**config.mk**
```make
export PLATFORM = sky130hd
export DESIGN_NAME = rx_front_end
export DESIGN_NICKNAME = d
export VERILOG_FILES = /design/src/rtl/rxfe_pkg.sv /design/src/rtl/rxfe_sync.sv /design/src/rtl/rxfe_edge.sv /design/src/rtl/rxfe_wake.sv /design/src/rtl/rxfe_baud.sv /design/src/rtl/rx_front_end.sv
export SDC_FILE = /design/constraint.sdc
export NUM_CORES = 1
export LEC_CHECK = 0
export BUFFER_PORTS_ARGS = -buffer_cell sky130_fd_sc_hd__buf_2
export CAP_MARGIN = 5
export CORE_UTILIZATION = 60
export DETAILED_ROUTE_END_ITERATION = 12
export PLACE_DENSITY = 0.86
export SLEW_MARGIN = 30
export SYNTH_ARGS = -nofsm -noshare
export SYNTH_HDL_FRONTEND = slang
export SYNTH_SLANG_ARGS = --single-unit
```
**constraint.sdc**
```tcl
create_clock -name clk -period 3.6 [get_ports clk]
set_input_delay 0.18 -clock clk [delete_from_list [all_inputs] [get_ports clk]]
set_output_delay 0.18 -clock clk [all_outputs]
set_load 0.005 [all_outputs]
```
**src/rtl/rxfe_pkg.sv**
```systemverilog
package rxfe_pkg;

   typedef enum logic [0:0] {
      MS_IDLE = 1'b0,
      MS_RUN  = 1'b1
   } meas_st_t;

   localparam int unsigned OS_STD      = 16;
   localparam int unsigned OS_FAST     = 4;
   localparam int unsigned SPAN_BITS   = 8;
   localparam int unsigned EDGES_AFTER = 4;

   localparam int unsigned SH_STD  = $clog2(SPAN_BITS * OS_STD);
   localparam int unsigned SH_FAST = $clog2(SPAN_BITS * OS_FAST);

endpackage

```
**src/rtl/rxfe_sync.sv**
```systemverilog
module rxfe_sync #(
   parameter int unsigned STAGES = 2
) (
   input  logic clk,
   input  logic rst_n,
   input  logic en,
   input  logic d,
   output logic q
);

   generate
      if (STAGES < 2) begin : g_bad
         $error("rxfe_sync: STAGES must be at least 2");
      end
   endgenerate

   logic [STAGES-1:0] chain;

   always_ff @(posedge clk or negedge rst_n) begin
      if (!rst_n) begin
         chain <= '1;
      end else if (!en) begin
         chain <= '1;
      end else begin
         chain <= {chain[STAGES-2:0], d};
      end
   end

   assign q = chain[STAGES-1];

endmodule

```
**src/rtl/rxfe_edge.sv**
```systemverilog
module rxfe_edge (
   input  logic clk,
   input  logic rst_n,
   input  logic en,
   input  logic lvl,
   output logic fall,
   output logic rise
);

   logic prev;

   always_ff @(posedge clk or negedge rst_n) begin
      if (!rst_n) begin
         prev <= 1'b1;
      end else if (!en) begin
         prev <= 1'b1;
      end else begin
         prev <= lvl;
      end
   end

   assign fall = en & prev & ~lvl;
   assign rise = en & ~prev & lvl;

endmodule

```
**src/rtl/rxfe_wake.sv**
```systemverilog
module rxfe_wake (
   input  logic clk,
   input  logic rst_n,
   input  logic en,
   input  logic arm_req,
   input  logic fall,
   input  logic rise,
   output logic armed,
   output logic irq
);

   logic seen;

   always_ff @(posedge clk or negedge rst_n) begin
      if (!rst_n) begin
         armed <= 1'b0;
         seen  <= 1'b0;
         irq   <= 1'b0;
      end else begin
         irq <= 1'b0;
         if (!en) begin
            armed <= 1'b0;
            seen  <= 1'b0;
         end else if (!armed) begin
            if (arm_req) begin
               armed <= 1'b1;
               seen  <= 1'b0;
            end
         end else if (fall && !seen) begin
            irq  <= 1'b1;
            seen <= 1'b1;
         end else if (rise && seen) begin
            armed <= 1'b0;
            seen  <= 1'b0;
         end
      end
   end

endmodule

```
**src/rtl/rxfe_baud.sv**
```systemverilog
module rxfe_baud
   import rxfe_pkg::*;
#(
   parameter int unsigned CNTW      = 20,
   parameter int unsigned DIVW      = 16,
   parameter bit          ROUND_DIV = 1'b1
) (
   input  logic            clk,
   input  logic            rst_n,
   input  logic            en,
   input  logic            arm_req,
   input  logic            hs_sel,
   input  logic            fall,
   output logic            armed,
   output logic [DIVW-1:0] div_q,
   output logic            done,
   output logic            ovf
);

   localparam int unsigned NFW = $clog2(EDGES_AFTER + 1);
   localparam logic [NFW-1:0] NF_LAST = NFW'(EDGES_AFTER - 1);

   generate
      if (CNTW < 8) begin : g_cnt_small
         $error("rxfe_baud: CNTW must be at least 8");
      end
      if (DIVW + SH_FAST < CNTW + 1) begin : g_div_narrow
         $error("rxfe_baud: DIVW too narrow for CNTW");
      end
   endgenerate

   meas_st_t        st;
   logic [CNTW-1:0] cnt;
   logic [NFW-1:0]  nf;
   logic            fast;

   // rounding bias, chosen at elaboration
   logic [CNTW:0] bias;
   generate
      if (ROUND_DIV) begin : g_round
         assign bias = fast ? (CNTW+1)'((SPAN_BITS * OS_FAST) / 2)
                            : (CNTW+1)'((SPAN_BITS * OS_STD) / 2);
      end else begin : g_trunc
         assign bias = '0;
      end
   endgenerate

   logic [CNTW:0]   sum;
   logic [CNTW:0]   quo;
   logic [DIVW-1:0] div_nxt;

   always_comb begin
      sum = {1'b0, cnt} + bias;
      quo = fast ? (sum >> SH_FAST) : (sum >> SH_STD);
      if (quo == '0) begin
         div_nxt = '0;
      end else begin
         div_nxt = DIVW'(quo - 1'b1);
      end
   end

   always_ff @(posedge clk or negedge rst_n) begin
      if (!rst_n) begin
         st    <= MS_IDLE;
         armed <= 1'b0;
         cnt   <= '0;
         nf    <= '0;
         fast  <= 1'b0;
         div_q <= '0;
         done  <= 1'b0;
         ovf   <= 1'b0;
      end else begin
         done <= 1'b0;
         if (!en) begin
            st    <= MS_IDLE;
            armed <= 1'b0;
            cnt   <= '0;
            nf    <= '0;
         end else begin
            case (st)
               MS_IDLE: begin
                  if (armed && fall) begin
                     st   <= MS_RUN;
                     cnt  <= CNTW'(1);
                     nf   <= '0;
                     fast <= hs_sel;
                  end else if (arm_req) begin
                     armed <= 1'b1;
                     ovf   <= 1'b0;
                  end
               end
               MS_RUN: begin
                  if (fall && nf == NF_LAST) begin
                     st    <= MS_IDLE;
                     armed <= 1'b0;
                     done  <= 1'b1;
                     div_q <= div_nxt;
                  end else if (&cnt) begin
                     st    <= MS_IDLE;
                     armed <= 1'b0;
                     ovf   <= 1'b1;
                  end else begin
                     cnt <= cnt + 1'b1;
                     if (fall) begin
                        nf <= nf + 1'b1;
                     end
                  end
               end
               default: st <= MS_IDLE;
            endcase
         end
      end
   end

endmodule

```
**src/rtl/rx_front_end.sv**
```systemverilog
module rx_front_end #(
   parameter int unsigned SYNC_STAGES = 2,
   parameter int unsigned CNTW        = 20,
   parameter int unsigned DIVW        = 16,
   parameter bit          ROUND_DIV   = 1'b1
) (
   input  logic            clk,
   input  logic            rst_n,
   input  logic            en,
   input  logic            inv_sel,
   input  logic            loop_sel,
   input  logic            hs_sel,
   input  logic            ir_req,
   input  logic            wake_set,
   input  logic            abd_set,
   input  logic            rx_pin,
   input  logic            tx_loc,
   output logic            rx_bit,
   output logic            ir_ok,
   output logic            wake_armed,
   output logic            wake_irq,
   output logic            abd_armed,
   output logic [DIVW-1:0] div_out,
   output logic            div_done,
   output logic            abd_ovf
);

   logic line_sel;
   logic line_pos;
   logic fall;
   logic rise;

   assign line_sel = loop_sel ? tx_loc : rx_pin;
   assign line_pos = line_sel ^ inv_sel;
   assign ir_ok    = ir_req & en & ~hs_sel;

   rxfe_sync #(.STAGES(SYNC_STAGES)) u_sync (
      .clk   (clk),
      .rst_n (rst_n),
      .en    (en),
      .d     (line_pos),
      .q     (rx_bit)
   );

   rxfe_edge u_edge (
      .clk   (clk),
      .rst_n (rst_n),
      .en    (en),
      .lvl   (rx_bit),
      .fall  (fall),
      .rise  (rise)
   );

   rxfe_wake u_wake (
      .clk     (clk),
      .rst_n   (rst_n),
      .en      (en),
      .arm_req (wake_set),
      .fall    (fall),
      .rise    (rise),
      .armed   (wake_armed),
      .irq     (wake_irq)
   );

   rxfe_baud #(
      .CNTW      (CNTW),
      .DIVW      (DIVW),
      .ROUND_DIV (ROUND_DIV)
   ) u_baud (
      .clk     (clk),
      .rst_n   (rst_n),
      .en      (en),
      .arm_req (abd_set),
      .hs_sel  (hs_sel),
      .fall    (fall),
      .armed   (abd_armed),
      .div_q   (div_out),
      .done    (div_done),
      .ovf     (abd_ovf)
   );

endmodule

```
==> metrics.cfg, run 1 <==
[timing]
max_slew_margin=0.509
setup_tns_ns=0
min_period_ns=3.16
fmax_ghz=0.317
fin_crit_sh=0.877
report.final.slew_viol_count=0
worst_slack_ns=0.442
rsz0062_at_grt=false
finalSetupViolations=0
clock_skew_ns=0.00881
report.final.hold_viol_count=0
worstMarginPinSlew_ns=0.732

[setup_path]
path_cells=inv_2 -> ha_1 -> a21oi_2 -> nor3_1 -> o32ai_1 -> o21a_4 -> nand4_4 -> nor3_4 -> nor2_4 -> a22o_1
cp_slowest_cell=o32ai_1
endpoint_kind=flop
critical_path.max_stage_delay_ns=0.45
cp.arrival_ns=3.36
cp_data_required_time_ns=3.80
path_class=flop to flop
path_max_fanout=12
cp-start-kind=flop

[global_route]
grt_pass1_vias=2686
gr-usage-all-layers=0.254
grt_max_degree=51
grt_first_pass_wirelength_mm=12.2
antenna_found_initial=0
met1_usage=0.320
use_met2=0.437
grt-ovfl-total=0
grt_use_met3=0.0365
busiest_layer=met2

[layout]
regArea_mm2=0.00125
syn_to_final_growth_pct=6.97
drive_above_1_share=0.188
post-route-util=0.669
final_nets=416
stdcell_area_mm2=0.00370
antenna_cells=0
nFillCells=477
multi_input_area_mm2=0.00203

[hold_path]
hp-class=input port to flop

[placement]
placed_area_mm2=0.00360
hpwl_mm=5.30
place_ws_ns=0.444
place.gp.congestion=0.866
portBuffers=33

[power]
irDropWorstVdd_mv=0.235
power.leakage_nw=1.65
power_mw=1.49
powerDensity_mw_per_mm2=401

[clocking]
cts.sinks=50
ctsRootBufferMaster=clkbuf_8
cts_tree=done
cts_resized=0
cts_buffers=5
clk_latency_ns=0.31
cts_buffer_depth=2
clkTransAtPathRegs_ns=0.10
cts_htree_levels=2

[route]
wire_per_inst_um=15.0
wirelength_mm=7.10
drt_iter0_drc=214
drt_first_pass_iters=5
postRouteAntennaNets=0
vias_per_cell=6.10
drc=0
vias=2877

[synth]
synth_top_area_cell=dfrtp_1
synthTopCellsByCount=nand2_1, dfrtp_1, nor2_1, xnor2_1, xor2_1
synth_nets=399
synth_area_mm2=0.00346
synth_ff_type=dfrtp_1
ys_warn_count=0
synth_edf_count=0
ys_seq_elements=50
ys_seq_area_frac=0.362
avgSynthCellArea_um2=9.07
synth.top_cell.area_share=0.340
synthTopCellsByArea=dfrtp_1, nand2_1, xnor2_1, nor2_1, xor2_1
syn_inst=382
synth_cell_types=74
post-synth-top-count-cell=nand2_1
synth-async-reset-ratio=1.00

[floorplanning]
core_region_area_mm2=0.00554
placement_rows=27
die_w_um=78.0
ios=34
die_h_um=78.0
initial_core_util=0.625
die_area_mm2=0.00608

[outcome]
status=completed

[job]
drv_cap=0

-- cells by family (layout without fill, tap and decap cells) --
family                   after synthesis  count (layout)  synth area share
multiplexers                           3               3           0.00975
adder cells (fa/ha/maj)                7               7            0.0246
AND/OR/NAND/NOR                      166             166             0.266
flip-flops                            50              50             0.362
AO/OA/AOI/OAI                         82              82             0.190
XOR/XNOR                              36              36            0.0954
buffers and inverters                 38              56            0.0520
-- cell type report --
type,count,share of cell area
clock inverters,2,0.00473
clock buffers,6,0.0196
repair buffers,37,0.0540
flip-flops and latches,50,0.339
multi-input cells,294,0.547
inverters,11,0.0111
well taps,72,0.0243
-- sequential cells by signal, indices dropped and copies added, names as in the netlist, 2 cells and up --
signal / cells
u_baud.div_q: 16
u_baud.cnt: 20
u_baud.nf: 3
u_sync.chain: 2
-- cell usage in the layout (no fill, tap or decap), drive strengths merged, types with 3 or more instances in the layout --
| master | count |
|---|---|
| and3 | 3 |
| nor4 | 5 |
| and3b | 3 |
| mux2i | 3 |
| and4 | 4 |
| or3 | 3 |
| inv | 12 |
| a311oi | 4 |
| nand4 | 13 |
| or2 | 3 |
| xor2 | 15 |
| a22o | 9 |
| a311o | 3 |
| clkbuf | 6 |
| o21ai | 16 |
| buf | 36 |
| a41oi | 3 |
| nand3 | 15 |
| o21a | 3 |
| dfrtp | 47 |
| ha | 6 |
| xnor2 | 21 |
| a21o | 4 |
| nor3 | 14 |
| nor2 | 42 |
| nand2b | 4 |
| dfstp | 3 |
| a21oi | 12 |
| o31ai | 9 |
| nand2 | 49 |
-- critical path: cells and delay by family (launching register included) --
family / cells / cell delay (ns)
buffers and inverters: 1 / 0.20
AND/OR/NAND/NOR: 4 / 0.75
adder cells (fa/ha/maj): 1 / 0.36
AO/OA/AOI/OAI: 4 / 1.32
flip-flops: 1 / 0.41
-- through the flow --
stage,instances,hold slack [ns]
final,472,0.105
after global routing,472,0.112
after CTS,472,0.103
after detailed placement,463,0.239
after global placement,463,0.411
after floorplan,382,-0.116
-- where the power goes --
part	switching [mW]	internal, mW
clock network	0.200	0.141
logic	0.348	0.213
registers	0.00948	0.573
-- repair_timing --
action,CTS,global route
hold buffers,1,0
hold endpoints to repair,47,0
setup buffers,0,0
-- path summary, 6_finish.rpt --
check	from	cells after the start	slack [ns]	to
max in group asynchronous	rst_n	2	2.75	u_baud.cnt[17]$_DFFE_PN0P_
worst max register to register	u_baud.fast$_DFFE_PN0P_	10	0.44	u_baud.div_q[14]$_DFFE_PN0P_
worst max-delay path	u_baud.fast$_DFFE_PN0P_	10	0.44	u_baud.div_q[14]$_DFFE_PN0P_
min in group asynchronous	rst_n	2	0.43	u_baud.div_q[2]$_DFFE_PN0P_
worst min-delay path	inv_sel	3	0.10	u_sync.chain[0]$_DFF_PN1_
worst min register to register	u_baud.div_q[5]$_DFFE_PN0P_	2	0.48	u_baud.div_q[5]$_DFFE_PN0P_
-- layer usage --
layer  up-vias  wire length [um]
met2        85              3530
met4         0               170
met5         -                 0
li1       1398                 -
met3        19               285
met1      1375              3110
(Power assumes the default switching activity.)
==> inputs of run 2 (changes only) <==
--- a/config.mk
+++ b/config.mk
@@ -9,7 +9,7 @@
 export CAP_MARGIN = 5
 export CORE_UTILIZATION = 60
 export DETAILED_ROUTE_END_ITERATION = 12
-export PLACE_DENSITY = 0.86
+export PLACE_DENSITY = 0.83
 export SLEW_MARGIN = 30
 export SYNTH_ARGS = -nofsm -noshare
 export SYNTH_HDL_FRONTEND = slang
==> run 2 against run 1 <==
  * Largest power group unchanged
  * Clock skew down 0.0031 ns
  * Critical endpoint is now u_baud.div_q[8]$_DFFE_PN0P_
  * Clock power up 18%
  * Via count down 3.0%
  * Power up 4.3%
  * Maximum frequency up 0.72%
==> metrics.cfg, run 2 (same netlist as run 1, synthesis figures left out) <==
[setup_path]
endpoint_kind=flop
path_max_fanout=12
r2r-end=u_baud.div_q[8]$_DFFE_PN0P_
path_class=flop to flop
cp.arrival_ns=3.34
r2r_slack_ns=0.46
rr_startpoint=u_baud.fast$_DFFE_PN0P_
cp-start-kind=flop
cp_data_required_time_ns=3.80
r2r_cells=10

[timing]
finalSetupViolations=0
report.final.slew_viol_count=0
max_slew_margin=0.494
min_period_ns=3.14
rsz0062_at_grt=false
setup_tns_ns=0
worstMarginPinSlew_ns=0.754
fin_crit_sh=0.871
fmax_ghz=0.319
report.final.hold_viol_count=0
hold_ws_ns=0.107
clock_skew_ns=0.00575

[clocking]
clkTransAtPathRegs_ns=0.09
cts.sinks=50
cts_tree=done
ctsRootBufferMaster=clkbuf_8
cts_buffers=5
cts_buffer_depth=2
postCtsSetupBuffers=0
cts_htree_levels=2
clk_latency_ns=0.31

[power]
power.leakage_nw=1.66
power_mw=1.55
irDropWorstVdd_mv=0.241
powerDensity_mw_per_mm2=416

[route]
drc=0
drt_iter0_drc=258
vias=2790
wire_per_inst_um=15.0
postRouteAntennaNets=0
drt_first_pass_iters=4
vias_per_cell=5.91
wirelength_mm=7.09

[global_route]
gr-usage-all-layers=0.251
grt-ovfl-total=0
grt_first_pass_wirelength_mm=12.1
grt_pass1_vias=2530
antenna_found_initial=0
grt_max_degree=51

[job]
drv_cap=0

[layout]
stdcell_area_mm2=0.00373
antenna_cells=0
drive_above_1_share=0.190
largest-register=u_baud.cnt
layout_commonest_cell=nand2_1
syn_to_final_growth_pct=7.62
mostFrequentLayoutCells=nand2_1, dfrtp_1, nor2_1
largest_register_ff_count=20
final_nets=416
post-route-util=0.673
top_regs=u_baud.cnt: 20 flops, u_baud.div_q: 16 flops, u_baud.nf: 3 flops

[placement]
portBuffers=33
hpwl_mm=5.26
placed_area_mm2=0.00360
place.gp.congestion=0.870

[floorplanning]
die_h_um=78.0
core_region_area_mm2=0.00554
placement_rows=27
die_area_mm2=0.00608
initial_core_util=0.625
ios=34
die_w_um=78.0

[outcome]
status=completed

[hold_path]
hold_start=inv_sel
hp-class=input port to flop
hold_end=u_sync.chain[0]$_DFF_PN1_
holdPathStages=3

run 2: worst max-delay path by stage:
stage,start,end,slack (ns),cells after the start
6_report,u_baud.fast$_DFFE_PN0P_,u_baud.div_q[8]$_DFFE_PN0P_,0.46,10
3_3_place_gp,u_baud.fast$_DFFE_PN0P_,u_baud.div_q[14]$_DFFE_PN0P_,0.57,10
2_1_floorplan,u_baud.fast$_DFFE_PN0P_,u_baud.div_q[14]$_DFFE_PN0P_,0.48,13
4_1_cts,u_baud.fast$_DFFE_PN0P_,u_baud.div_q[8]$_DFFE_PN0P_,0.47,10
3_5_place_dp,u_baud.fast$_DFFE_PN0P_,u_baud.div_q[8]$_DFFE_PN0P_,0.49,11
5_1_grt,u_baud.fast$_DFFE_PN0P_,u_baud.div_q[11]$_DFFE_PN0P_,0.25,11
run 2: repair_timing:
item                                   in CTS  in global routing
endpoints found under the hold margin      47                  0
hold buffers                                1                  0
resized for setup                           0                  0
run 2: per-stage QoR:
step / worst slack [ns] / cells
after floorplan: 0.480 / 382
after global placement: 0.567 / 463
after detailed placement: 0.491 / 463
after CTS: 0.469 / 472
after global routing: 0.245 / 472
final: 0.465 / 472
run 2: power by group:
group	total [mW]	internal, mW	switching [mW]
clock network	0.404	0.208	0.196
registers	0.583	0.573	0.00943
logic	0.563	0.214	0.350
total	1.55	0.995	0.555
run 2: area by class of cell:
type	count	area (um2)
Multi-Input combinational cell	294	2030
Fill cell	450	1810
Sequential cell	50	1250
Timing Repair Buffer	37	200
Tap cell	72	90.1
Clock buffer	5	68.8
Clock inverter	3	43.8
Inverter	11	41.3
run 2: critical path, cell delays in order, from the launching register on:
cell	delay (ns)
dfrtp_1	0.41
inv_2	0.21
ha_1	0.36
a21oi_2	0.45
nor3_1	0.13
o32ai_1	0.39
o21a_4	0.23
nand4_4	0.14
nor3_4	0.41
nor2_4	0.09
a22o_1	0.20
run 2: layer usage:
metal,vias to the layer above,global-route usage,share of wire
met5,-,0,0
met1,1317,0.344,0.46
met3,7,0.0412,0.039
li1,1402,-,-
met4,0,0.0556,0.0099
met2,64,0.418,0.49
